==> src/rtl/gp_pkg.sv <==
package gp_pkg;
  typedef enum logic {
    ADDR_DATA = 1'b0,
    ADDR_DIR  = 1'b1
  } gp_addr_e;
endpackage

==> src/rtl/gp_sync.sv <==
module gp_sync #(
  parameter int WIDTH = 8
) (
  input  logic             clk,
  input  logic             rst,
  input  logic [WIDTH-1:0] d,
  output logic [WIDTH-1:0] q
);
  logic [WIDTH-1:0] stage1_q;

  always_ff @(posedge clk) begin
    if (rst) begin
      stage1_q <= '1;
      q        <= '1;
    end else begin
      stage1_q <= d;
      q        <= stage1_q;
    end
  end
endmodule

==> src/rtl/gp_regs.sv <==
module gp_regs
  import gp_pkg::*;
#(
  parameter int WIDTH = 8
) (
  input  logic             clk,
  input  logic             rst,
  input  logic             wr,
  input  logic             addr,
  input  logic [WIDTH-1:0] wdata,
  output logic [WIDTH-1:0] dir_q,
  output logic [WIDTH-1:0] lat_q
);
  always_ff @(posedge clk) begin
    if (rst) begin
      dir_q <= '1;
      lat_q <= '1;
    end else if (wr) begin
      if (addr == ADDR_DIR) dir_q <= wdata;
      else                  lat_q <= wdata;
    end
  end


  latch_hold_chk: assert property (@(posedge clk) disable iff (rst)
    !(wr && addr == ADDR_DATA) |=> $stable(lat_q));


  dir_write_chk: assert property (@(posedge clk) disable iff (rst)
    (wr && addr == ADDR_DIR) |=> (dir_q == $past(wdata)));
endmodule

==> src/rtl/gp_wake.sv <==
module gp_wake #(
  parameter int WIDTH = 8
) (
  input  logic             clk,
  input  logic             rst,
  input  logic             rd_data,
  input  logic [WIDTH-1:0] sync_in,
  input  logic [WIDTH-1:0] watch_mask,
  output logic             wake_q
);
  logic [WIDTH-1:0] snap_q;
  logic             diff;

  assign diff = |((sync_in ^ snap_q) & watch_mask);

  always_ff @(posedge clk) begin
    if (rst) begin
      snap_q <= '1;
      wake_q <= 1'b0;
    end else if (rd_data) begin
      snap_q <= sync_in;
      wake_q <= 1'b0;
    end else begin
      wake_q <= wake_q | diff;
    end
  end


  wake_clr_chk: assert property (@(posedge clk) disable iff (rst)
    rd_data |=> !wake_q);
endmodule

==> src/rtl/gp_port.sv <==
module gp_port
  import gp_pkg::*;
#(
  parameter int               WIDTH    = 8,
  parameter bit               WAKE_EN  = 1'b1,
  parameter logic [WIDTH-1:0] ALT_MASK = '0
) (
  input  logic             clk,
  input  logic             rst,
  input  logic             bus_wr,
  input  logic             bus_rd,
  input  logic             bus_addr,
  input  logic [WIDTH-1:0] bus_wdata,
  output logic [WIDTH-1:0] bus_rdata,
  input  logic [WIDTH-1:0] pad_in,
  output logic [WIDTH-1:0] pad_out,
  output logic [WIDTH-1:0] pad_oe,
  input  logic [WIDTH-1:0] alt_out,
  input  logic [WIDTH-1:0] alt_oe,
  output logic             wake_req
);
  localparam logic [WIDTH-1:0] GP_MASK = ~ALT_MASK;

  logic [WIDTH-1:0] dir_q, lat_q, sync_q, data_view;
  logic             rd_data;

  assign rd_data = bus_rd && (bus_addr == ADDR_DATA);

  gp_regs #(.WIDTH(WIDTH)) u_regs (
    .clk(clk), .rst(rst), .wr(bus_wr), .addr(bus_addr),
    .wdata(bus_wdata), .dir_q(dir_q), .lat_q(lat_q)
  );

  gp_sync #(.WIDTH(WIDTH)) u_sync (
    .clk(clk), .rst(rst), .d(pad_in), .q(sync_q)
  );

  for (genvar i = 0; i < WIDTH; i++) begin : g_pin
    if (ALT_MASK[i]) begin : g_alt
      assign pad_out[i]   = alt_out[i];
      assign pad_oe[i]    = alt_oe[i];
      assign data_view[i] = 1'b0;
    end else begin : g_gp
      assign pad_out[i]   = lat_q[i];
      assign pad_oe[i]    = ~dir_q[i];
      assign data_view[i] = dir_q[i] ? sync_q[i] : lat_q[i];
    end
  end

  always_ff @(posedge clk) begin
    if (rst) begin
      bus_rdata <= '0;
    end else if (bus_rd) begin
      bus_rdata <= (bus_addr == ADDR_DIR) ? dir_q : data_view;
    end
  end

  if (WAKE_EN) begin : g_wake
    gp_wake #(.WIDTH(WIDTH)) u_wake (
      .clk(clk), .rst(rst), .rd_data(rd_data), .sync_in(sync_q),
      .watch_mask(dir_q & GP_MASK), .wake_q(wake_req)
    );
  end else begin : g_nowake
    assign wake_req = 1'b0;
  end


  rd_latch_chk: assert property (@(posedge clk) disable iff (rst)
    rd_data |=> (((bus_rdata ^ $past(lat_q)) & ~$past(dir_q) & GP_MASK) == '0));


  alt_rd_zero_chk: assert property (@(posedge clk) disable iff (rst)
    rd_data |=> ((bus_rdata & ALT_MASK) == '0));
endmodule

==> config.mk <==
export PLATFORM = sky130hd
export DESIGN_NAME = gp_port
export DESIGN_NICKNAME = d
export VERILOG_FILES = /design/src/rtl/gp_pkg.sv /design/src/rtl/gp_sync.sv /design/src/rtl/gp_regs.sv /design/src/rtl/gp_wake.sv /design/src/rtl/gp_port.sv
export SDC_FILE = /design/constraint.sdc
export NUM_CORES = 1
export LEC_CHECK = 0
export BUFFER_PORTS_ARGS = -buffer_cell sky130_fd_sc_hd__buf_2
export CORE_MARGIN = 2
export CORE_UTILIZATION = 40
export CTS_BUF_LIST = sky130_fd_sc_hd__clkbuf_4
export CTS_CLUSTER_DIAMETER = 50
export DETAILED_ROUTE_END_ITERATION = 10
export PLACE_DENSITY = 0.62
export SLEW_MARGIN = 10
export SYNTH_ARGS = -nofsm -noshare
export SYNTH_HDL_FRONTEND = slang
export SYNTH_SLANG_ARGS = --single-unit
==> constraint.sdc <==
create_clock -name clk -period 1.23 [get_ports clk]
set_input_delay 0.246 -clock clk [delete_from_list [all_inputs] [get_ports clk]]
set_output_delay 0.246 -clock clk [all_outputs]
set_load 0.01 [all_outputs]
==> results.toml, run 1 <==
[grt]
grt_pass1_wl_mm = 6.00
antenna_found_initial = 0
grt.overflow.total = 0
grt_use_total_pct = 14.9
grt_max_degree = 50
grt_pass1_vias = 1272

[final_layout]
antenna_cells = 0
syn2layout_area_growth_pct = 24.3
multiInputGateArea_sq_um = 841
instances_no_fill = 302
final_common_cell = "buf_2"
final_core_util_pct = 50.8
nNetsFinal = 284
ff_latch_area_sq_um = 1000
final_cell_mix = "buf_2, dfxtp_1, a211o_1"
nFillCells = 449
drive_gt1_share_pct = 39.9

[timing]
worst_pin_slew_ns = 0.354
finalSetupViolations = 0
fin_crit_sh_pct = 94.9
maxSlewViolCount = 0
rsz0062_at_grt = "true"
hold_violations = 0
period_minus_slack_ns = 1.17
skew_ns = 0.0174
max_slew_margin_pct = 76.4
max_freq_ghz = 0.857

[floorplan]
core-area_sq_mm = 0.00466
initial_core_util_pct = 40.9
die_w_microns = 73.0
io-pin-count = 62
die_y_microns = 73.0
die_area_sq_mm = 0.00533
placementRows = 25

[drt]
drt_wl_total_mm = 3.69
drtIter0Drc = 72
wl_per_cell_microns = 12.2
num_vias = 1445
drc = 0
vias_per_cell = 4.78
first_pass_iters = 4
postRouteAntennaNets = 0

[hold_path]
min-delay-path-class = "input port to flop"
min_path_cells = 2

[critical_path]
worst_setup_path_start_kind = "flop"
rrSetupSlack_ns = 0.09
worst_ep_arrival_time_ns = 0.92
worstSetupPathType = "flop to output pin"
cp_max_fo = 5
required_ns = 0.98
startpoint = "u_regs.dir_q[7]"
r2r_cells = 4
rr_startpoint = "g_wake.u_wake.snap_q[4]"
endpoint = "pad_oe[7]"
critPathCaptureType = "output pin"
timing.rr.end = "g_wake.u_wake.wake_q"

[logic_synthesis]
synthDominantCellAreaShare_pct = 51.5
syn_area_sq_mm = 0.00191
synth.avg_cell_area_sq_um = 10.0
yosysSeqAreaShare_pct = 51.5
yosysTopAreaCell = "dfxtp_1"
synthCells = 190
synth_area_leaders = "dfxtp_1, a211o_1, nor2b_1"
ys_seq_elements = 49
yosysWarnings = 0
ys_types = 25
synth_fp_nets = 227

[run]
cap_violations = 0

[place]
place_congestion = 0.718
io_buffers = 45
dp_hpwl_mm = 2.55
placed_cells = 293

[cts]
cts-buffers-inserted = 5
path_clk_slew_ns = 0.13
clk_latency_ns = 0.35
clk_path_buf_depth = 2
htree_levels = 2
clockRootBuffer = "clkbuf_4"
cts_hold_buf = 0
cts_tree = "yes"
cts_sinks = 49

[power]
peakVddDrop_uv = 571
power.total_mw = 2.95
powerDensity_mw_per_mm2 = 1250
leakage_nw = 1.11

[status]
outcome = "finished clean"
-- registers in the layout, summed over array words and instances (netlist names) --
register,flops
bus_rdata,8
g_wake.u_wake.snap_q,8
g_wake.u_wake.wake_q,1
u_regs.dir_q,8
u_regs.lat_q,8
u_sync.q,8
u_sync.stage1_q,8
-- critical path, stage by stage (launching register included) --
cell and delay [ns]:
dfxtp_2 0.39, inv_1 0.04, buf_2 0.13
-- report_power, final --
part / total (mW) / internal, mW / switching (mW)
clock: 0.749 / 0.295 / 0.454
combinational: 0.449 / 0.239 / 0.210
sequential: 1.75 / 1.69 / 0.0639
-- routing by layer --
metal  part of all wire [%]  vias to the layer above  track usage [%]
li1                       -                      763                -
met1                     49                      645             19.9
met2                     45                       30             22.2
met3                    4.1                        7             4.70
met4                    1.7                        0             6.17
met5                      0                        -                0
-- cells in the mapped netlist --
master    number
buf_2          1
xor2_1         8
nor3_1         1
a21oi_1        1
and4_1         1
nand2b_1       6
nor2_1        10
a22oi_1        2
buf_4          1
a211o_1       24
nand2_1        1
dfxtp_1       49
or3_1          2
a222oi_1       1
or2_2         16
inv_1         10
nor2b_4        2
mux2i_1        6
buf_6          1
and3_1         8
clkbuf_1       6
o21ai_0       14
clkbuf_2       1
a31oi_1        2
nor2b_1       16
-- how the worst min path moves through the flow --
stage	startpoint	end
CTS	pad_in[2]	u_sync.stage1_q[2]
detailed placement	u_sync.stage1_q[6]	u_sync.q[6]
finish	pad_in[2]	u_sync.stage1_q[2]
floorplan	pad_in[0]	u_sync.stage1_q[0]
global route	pad_in[4]	u_sync.stage1_q[4]
global placement	u_sync.stage1_q[2]	u_sync.q[2]
-- final cells by class --
class                      instances  area share, %
sequential                        49           42.2
multi-input combinational        121           35.5
timing repair buffer              60           15.3
tap                               54           2.85
clock buffer                       8           2.54
inverter                          10           1.58
-- logic make-up (layout without fill, tap and decap cells) --
logic type,Yosys count,in the layout,synth area share (%)
compound gates,44,44,16.9
xor+xnor,8,8,3.68
buf+inv,20,78,4.66
flops,49,49,51.5
mux,6,6,3.15
simple gates,63,63,20.1
-- per-stage QoR --
stage          worst slack, ns  TNS (ns)  hold slack, ns  area [sq um]
2_1_floorplan            0.122         0           0.350          1910
6_report                0.0632         0          0.0700          2370
3_3_place_gp          -0.00396   -0.0136           0.391          2260
4_1_cts                 0.0146         0          0.0440          2340
3_5_place_dp           -0.0222   -0.0946           0.392          2260
5_1_grt                -0.0102   -0.0102          0.0277          2370
-- what timing repair did --
| item | CTS | global route |
|---|---|---|
| pin swaps | 0 | 3 |
| endpoints found under the setup margin | 7 | 7 |
| setup buffers | 1 | 2 |
| gates resized for setup | 9 | 9 |
No activity file was read; power rests on OpenSTA's default activity.
==> run 2, diff against run 1 <==
--- a/config.mk
+++ b/config.mk
@@ -11,8 +11,10 @@
 export CTS_BUF_LIST = sky130_fd_sc_hd__clkbuf_4
 export CTS_CLUSTER_DIAMETER = 50
 export DETAILED_ROUTE_END_ITERATION = 10
+export HOLD_SLACK_MARGIN = 0.12
 export PLACE_DENSITY = 0.62
 export SLEW_MARGIN = 10
 export SYNTH_ARGS = -nofsm -noshare
 export SYNTH_HDL_FRONTEND = slang
+export SYNTH_HIERARCHICAL = 1
 export SYNTH_SLANG_ARGS = --single-unit
==> results.toml, run 2 <==
[power]
clockPowerShare_pct = 24.1
leakage_nw = 1.07
p_int_mw = 2.09
peakVddDrop_uv = 537
powerDensity_mw_per_mm2 = 1170
power_switching_uw = 730
swShare_pct = 25.9
seqPwrFrac_pct = 61.5
p_comb_share_pct = 14.4

[final_layout]
final_common_cell = "buf_2"
instances_no_fill = 304
drive_gt1_share_pct = 32.0
antenna_cells = 0
finalInstanceArea_sq_mm = 0.00241
nFillCells = 465
final_cell_mix = "buf_2, dfxtp_1, nor2_1"
nNetsFinal = 286
syn2layout_area_growth_pct = 24.2

[logic_synthesis]
ys_types = 26
synthArstFlopShare_pct = 0
synth_compound_area_share_pct = 17.2
synth_area_leaders = "dfxtp_1, or2_1, nor2_1"
synthDominantCellAreaShare_pct = 50.6
synth.avg_cell_area_sq_um = 10.2
synth.most_common_cell = "dfxtp_1"
yosys.area_share.simple_pct = 17.5
synth-xor-area-share_pct = 4.00
yosys_most_used_dff = "dfxtp_1"
yosysTopAreaCell = "dfxtp_1"
ys_seq_elements = 49
synth-edff-count = 0
syn_area_sq_mm = 0.00194
muxShareOfSynthArea_pct = 4.13
yosysWarnings = 6
synth_common_cells = "dfxtp_1, nor2_1, or2_1"
synth_top_family_by_area = "simple AND/OR/NAND/NOR gates"
yosysSeqAreaShare_pct = 50.6
synthAdderAreaFrac_pct = 0
synthCells = 190
synth_fp_nets = 227

[critical_path]
worstSetupPathType = "flop to output pin"
worst_setup_path_start_kind = "flop"
slowest_delay_ns = 0.35
crit_buf_inv = 3
rr_startpoint = "u_regs/lat_q[5]"
critPathCaptureType = "output pin"
r2r_cells = 2
critPathSlowestCell = "dfxtp_2"
path_common_cell = "buf_6"
startpoint = "u_regs/dir_q[5]"
cp_max_fo = 3
crit_chain = "buf_6, inv_2, buf_6"
crit_cells = 3
endpoint = "pad_oe[5]"
rrSetupSlack_ns = 0.09
critical_path.top_delay_family = "flip-flops"
worst_ep_arrival_time_ns = 0.93
required_ns = 0.98
timing.rr.end = "bus_rdata[5]"

[cts]
cts_sinks = 49
htree_levels = 2
clockRootBuffer = "clkbuf_4"
cts-buffers-inserted = 5
cts_tree = "yes"
clk_latency_ns = 0.35
clk_path_buf_depth = 2
path_clk_slew_ns = 0.13

[timing]
finalSetupViolations = 0
worst_pin_slew_ns = 0.320
hold_slack_ns = 0.159
setup_tns_ns = 0
fin_ws_ns = 0.0498
maxSlewViolCount = 0
fin_crit_sh_pct = 96.0
period_minus_slack_ns = 1.18
max_freq_ghz = 0.847
max_slew_margin_pct = 78.7
rsz0062_at_grt = "true"
hold_violations = 0
skew_ns = 0.00671

[drt]
drtIter0Drc = 72
vias_per_cell = 4.99
postRouteAntennaNets = 0
first_pass_iters = 4
drc = 0
drt_wl_total_mm = 3.95
num_vias = 1517
wl_per_cell_microns = 13.0

[grt]
grt_pass1_wl_mm = 6.33
grt_use_total_pct = 15.3
antenna_found_initial = 0
grt.overflow.total = 0
grt_pass1_vias = 1388
grt_max_degree = 58

[floorplan]
initial_core_util_pct = 41.3
core-area_sq_mm = 0.00469
die_w_microns = 73.6
die_area_sq_mm = 0.00542
placementRows = 25
die_y_microns = 73.6
io-pin-count = 62

[place]
placed_area_sq_mm = 0.00222
io_buffers = 45
placed_cells = 286
dp_hpwl_mm = 2.60
place_congestion = 0.757
post-place-ws_ns = -0.114

[status]
outcome = "finished clean"

[hold_path]
min-delay-path-class = "input port to flop"

[run]
cap_violations = 0
## run 2: cell types whose count changed after synthesis, moves of 14 or more
cell,previous run,this run
or2_1,0,16
or2_2,16,0
nor2_1,10,24
a211o_1,24,8
## run 2: power groups by stage
stage / Clock [mW] / Combinational, mW / Sequential [mW]
finish: 0.680 / 0.406 / 1.74
global route: 0.787 / 0.450 / 1.75
CTS: 0.710 / 0.403 / 1.75
detailed placement: 0 / 0.381 / 1.78
global placement: 0 / 0.376 / 1.78
floorplan: 0 / 0.238 / 1.78
## run 2: worst min path at each step
stage / from / endpoint / slack (ns) / cells after the start
floorplan: pad_in[0] / u_sync/stage1_q[0] / 0.34 / 1
global placement: u_sync/stage1_q[7] / u_sync/q[7] / 0.39 / 1
detailed placement: u_sync/stage1_q[0] / u_sync/q[0] / 0.39 / 1
CTS: bus_wdata[5] / u_regs/lat_q[5] / 0.15 / 3
global route: bus_wdata[4] / u_regs/lat_q[4] / 0.13 / 3
finish: bus_wdata[2] / u_regs/lat_q[2] / 0.16 / 3
## run 2: layout make-up
cell class                 count  area (sq um)  share of cell area, %
inverter                       8          30.0                   1.25
tap                           54          67.6                   2.81
sequential                    49          1010                   42.0
clock buffer                   5          37.5                   1.56
timing repair buffer          65           418                   17.4
multi-input combinational    120           831                   34.5
clock inverter                 3          12.5                  0.520
## run 2: logic make-up after synthesis
kind of cell / count (synthesis)
simple gates: 59
flops: 49
compound gates: 45
buf+inv: 21
xor+xnor: 8
mux: 8
## run 2: layer usage
metal / vias to the layer above / routed length [microns] / global-route usage (%) / share of wire (%)
met5: - / 0 / 0 / 0
met4: 0 / 39 / 5.66 / 0.99
met2: 40 / 1830 / 24.9 / 46
met3: 4 / 171 / 4.25 / 4.3
met1: 698 / 1910 / 19.2 / 48
li1: 775 / - / - / -
## run 2: per-stage QoR
stage | total power, mW | util, %
final | 2.82 | 51.3
after global routing | 2.99 | 51.3
after CTS | 2.86 | 50.4
after detailed placement | 2.16 | 47.4
after global placement | 2.15 | 47.4
after floorplan | 2.02 | -
## run 2: what timing repair did
action                                  4_1_cts  5_1_grt
endpoints found under the hold margin         8        0
pin swaps                                     0        2
buffers inserted                              0        2
hold buffers                                  8        0
endpoints found under the setup margin        6        9
gates resized for setup                       8       12
## run 2: tightest hold or removal path: stages
cell	delay [ns]
buf_2	0.07
nor2_1	0.04
mux2i_1	0.11
==> run 3, diff against run 2 <==
--- a/config.mk
+++ b/config.mk
@@ -13,6 +13,7 @@
 export DETAILED_ROUTE_END_ITERATION = 10
 export HOLD_SLACK_MARGIN = 0.12
 export PLACE_DENSITY = 0.62
+export REMOVE_ABC_BUFFERS = 1
 export SLEW_MARGIN = 10
 export SYNTH_ARGS = -nofsm -noshare
 export SYNTH_HDL_FRONTEND = slang
==> results.toml, run 3 (same netlist as run 2, synthesis figures left out) <==
[final_layout]
final_core_util_pct = 50.7
antenna_cells = 0
multiInputGateArea_sq_um = 831
ff_latch_area_sq_um = 1000
drive_gt1_share_pct = 30.6
final_cell_mix = "buf_2, dfxtp_1, nor2_1"
instances_no_fill = 299
nFillCells = 451
final_common_cell = "buf_2"
syn2layout_area_growth_pct = 22.9
nNetsFinal = 283

[critical_path]
timing.rr.end = "bus_rdata[5]"
rr_startpoint = "u_regs/dir_q[5]"
cp_max_fo = 5
worst_ep_arrival_time_ns = 1.45
startpoint = "u_regs/dir_q[5]"
critPathSlowestCell = "or3b_2"
endpoint = "bus_rdata[5]"
crit_cells = 2
r2r_cells = 2
critical_path.top_delay_family = "simple AND/OR/NAND/NOR gates"
crit_chain = "or3b_2, a311oi_1"
crit_buf_inv = 0
critPathCaptureType = "flop"
rrSetupSlack_ns = 0.05
required_ns = 1.50
slowest_delay_ns = 0.47
worst_setup_path_start_kind = "flop"
worstSetupPathType = "flop to flop"

[floorplan]
initial_core_util_pct = 41.3
die_y_microns = 73.6
placementRows = 25
die_w_microns = 73.6
die_area_sq_mm = 0.00542
core-area_sq_mm = 0.00469
io-pin-count = 62

[grt]
grt_pass1_wl_mm = 6.22
grt_pass1_vias = 1309
antenna_found_initial = 0
grt_max_degree = 28
grt_use_total_pct = 15.2
grt.overflow.total = 0

[cts]
clk_path_buf_depth = 2
cts-buffers-inserted = 5
clockRootBuffer = "clkbuf_4"
cts_sinks = 49
cts_tree = "yes"
htree_levels = 2
path_clk_slew_ns = 0.13
clk_latency_ns = 0.35
post_cts_buffers = 0

[hold_path]
min-delay-path-class = "input port to flop"
hold_path_startpoint = "bus_wdata[1]"

[timing]
max_slew_margin_pct = 75.9
setup_tns_ns = 0
rsz0062_at_grt = "false"
hold_violations = 0
maxSlewViolCount = 0
period_minus_slack_ns = 1.18
max_freq_ghz = 0.850
finalSetupViolations = 0
worst_pin_slew_ns = 0.362
fin_crit_sh_pct = 95.6
skew_ns = 0.00729

[status]
outcome = "finished clean"

[drt]
wl_per_cell_microns = 12.9
drc = 0
num_vias = 1487
first_pass_iters = 4
drt_wl_total_mm = 3.85
vias_per_cell = 4.97
postRouteAntennaNets = 0
drtIter0Drc = 53

[place]
place_congestion = 0.796
placed_cells = 286
io_buffers = 45
dp_hpwl_mm = 2.67

[power]
powerDensity_mw_per_mm2 = 1180
peakVddDrop_uv = 493
leakage_nw = 1.06

[run]
cap_violations = 0
## run 3: changes by cell type in the layout (fill, tap and decap cells not counted)
cell      change
buf_6         -2
clkinv_1      -2
buf_2         +1
buf_12        +2
dfxtp_2       +3
dfxtp_1       +1
buf_4         -4
inv_1         +1
inv_2         -1
dfxtp_4       -4
## run 3: final cells by class
cell class | instances | share of cell area (%)
Tap cell | 54 | 2.84
Inverter | 8 | 1.26
Sequential cell | 49 | 42.0
Timing Repair Buffer | 62 | 17.2
Clock buffer | 5 | 1.58
Multi-Input combinational cell | 120 | 34.9
Clock inverter | 1 | 0.210
## run 3: what timing repair did
item | in CTS | in global routing
endpoints found under the setup margin | 5 | 7
hold endpoints to repair | 8 | 0
hold buffers | 8 | 0
gates resized for setup | 5 | 7
pin swaps | 0 | 0
## run 3: stage by stage
| stage | instance area, sq um | hold WS, ns | worst slack, ns | power (mW) |
|---|---|---|---|---|
| after detailed placement | 2250 | 0.388 | -0.0379 | 2.17 |
| after global placement | 2250 | 0.385 | -0.0265 | 2.16 |
| after CTS | 2370 | 0.135 | 0.00148 | 2.85 |
| final | 2380 | 0.152 | 0.0537 | 2.80 |
| after floorplan | 1840 | 0.314 | 0.107 | 1.96 |
| after global routing | 2380 | 0.126 | 0.00325 | 2.97 |
## run 3: how the worst min path moves through the flow
stage / to / slack (ns) / depth (start not counted)
6_report: u_regs/lat_q[1] / 0.15 / 3
5_1_grt: u_regs/lat_q[1] / 0.13 / 3
4_1_cts: u_regs/lat_q[1] / 0.13 / 3
3_5_place_dp: u_sync/q[7] / 0.39 / 1
3_3_place_gp: u_sync/q[3] / 0.39 / 1
2_1_floorplan: bus_rdata[6] / 0.31 / 1
## run 3: per-layer routing
metal  share of wire (%)  global-route usage, %
met2                  46                   23.1
met4                 1.0                   6.67
met3                 4.1                   4.12
met5                   0                      0
met1                  49                   20.1
## run 3: power by group
group / leakage, nW / internal [mW] / total, mW / switching, mW
registers: 0.403 / 1.68 / 1.74 / 0.0618
clock network: 0.0269 / 0.199 / 0.658 / 0.458
logic: 0.628 / 0.211 / 0.406 / 0.195
## run 3: worst min-delay path, stage by stage
cell	delay (ns)
buf_2	0.08
nor2_1	0.04
mux2i_1	0.10
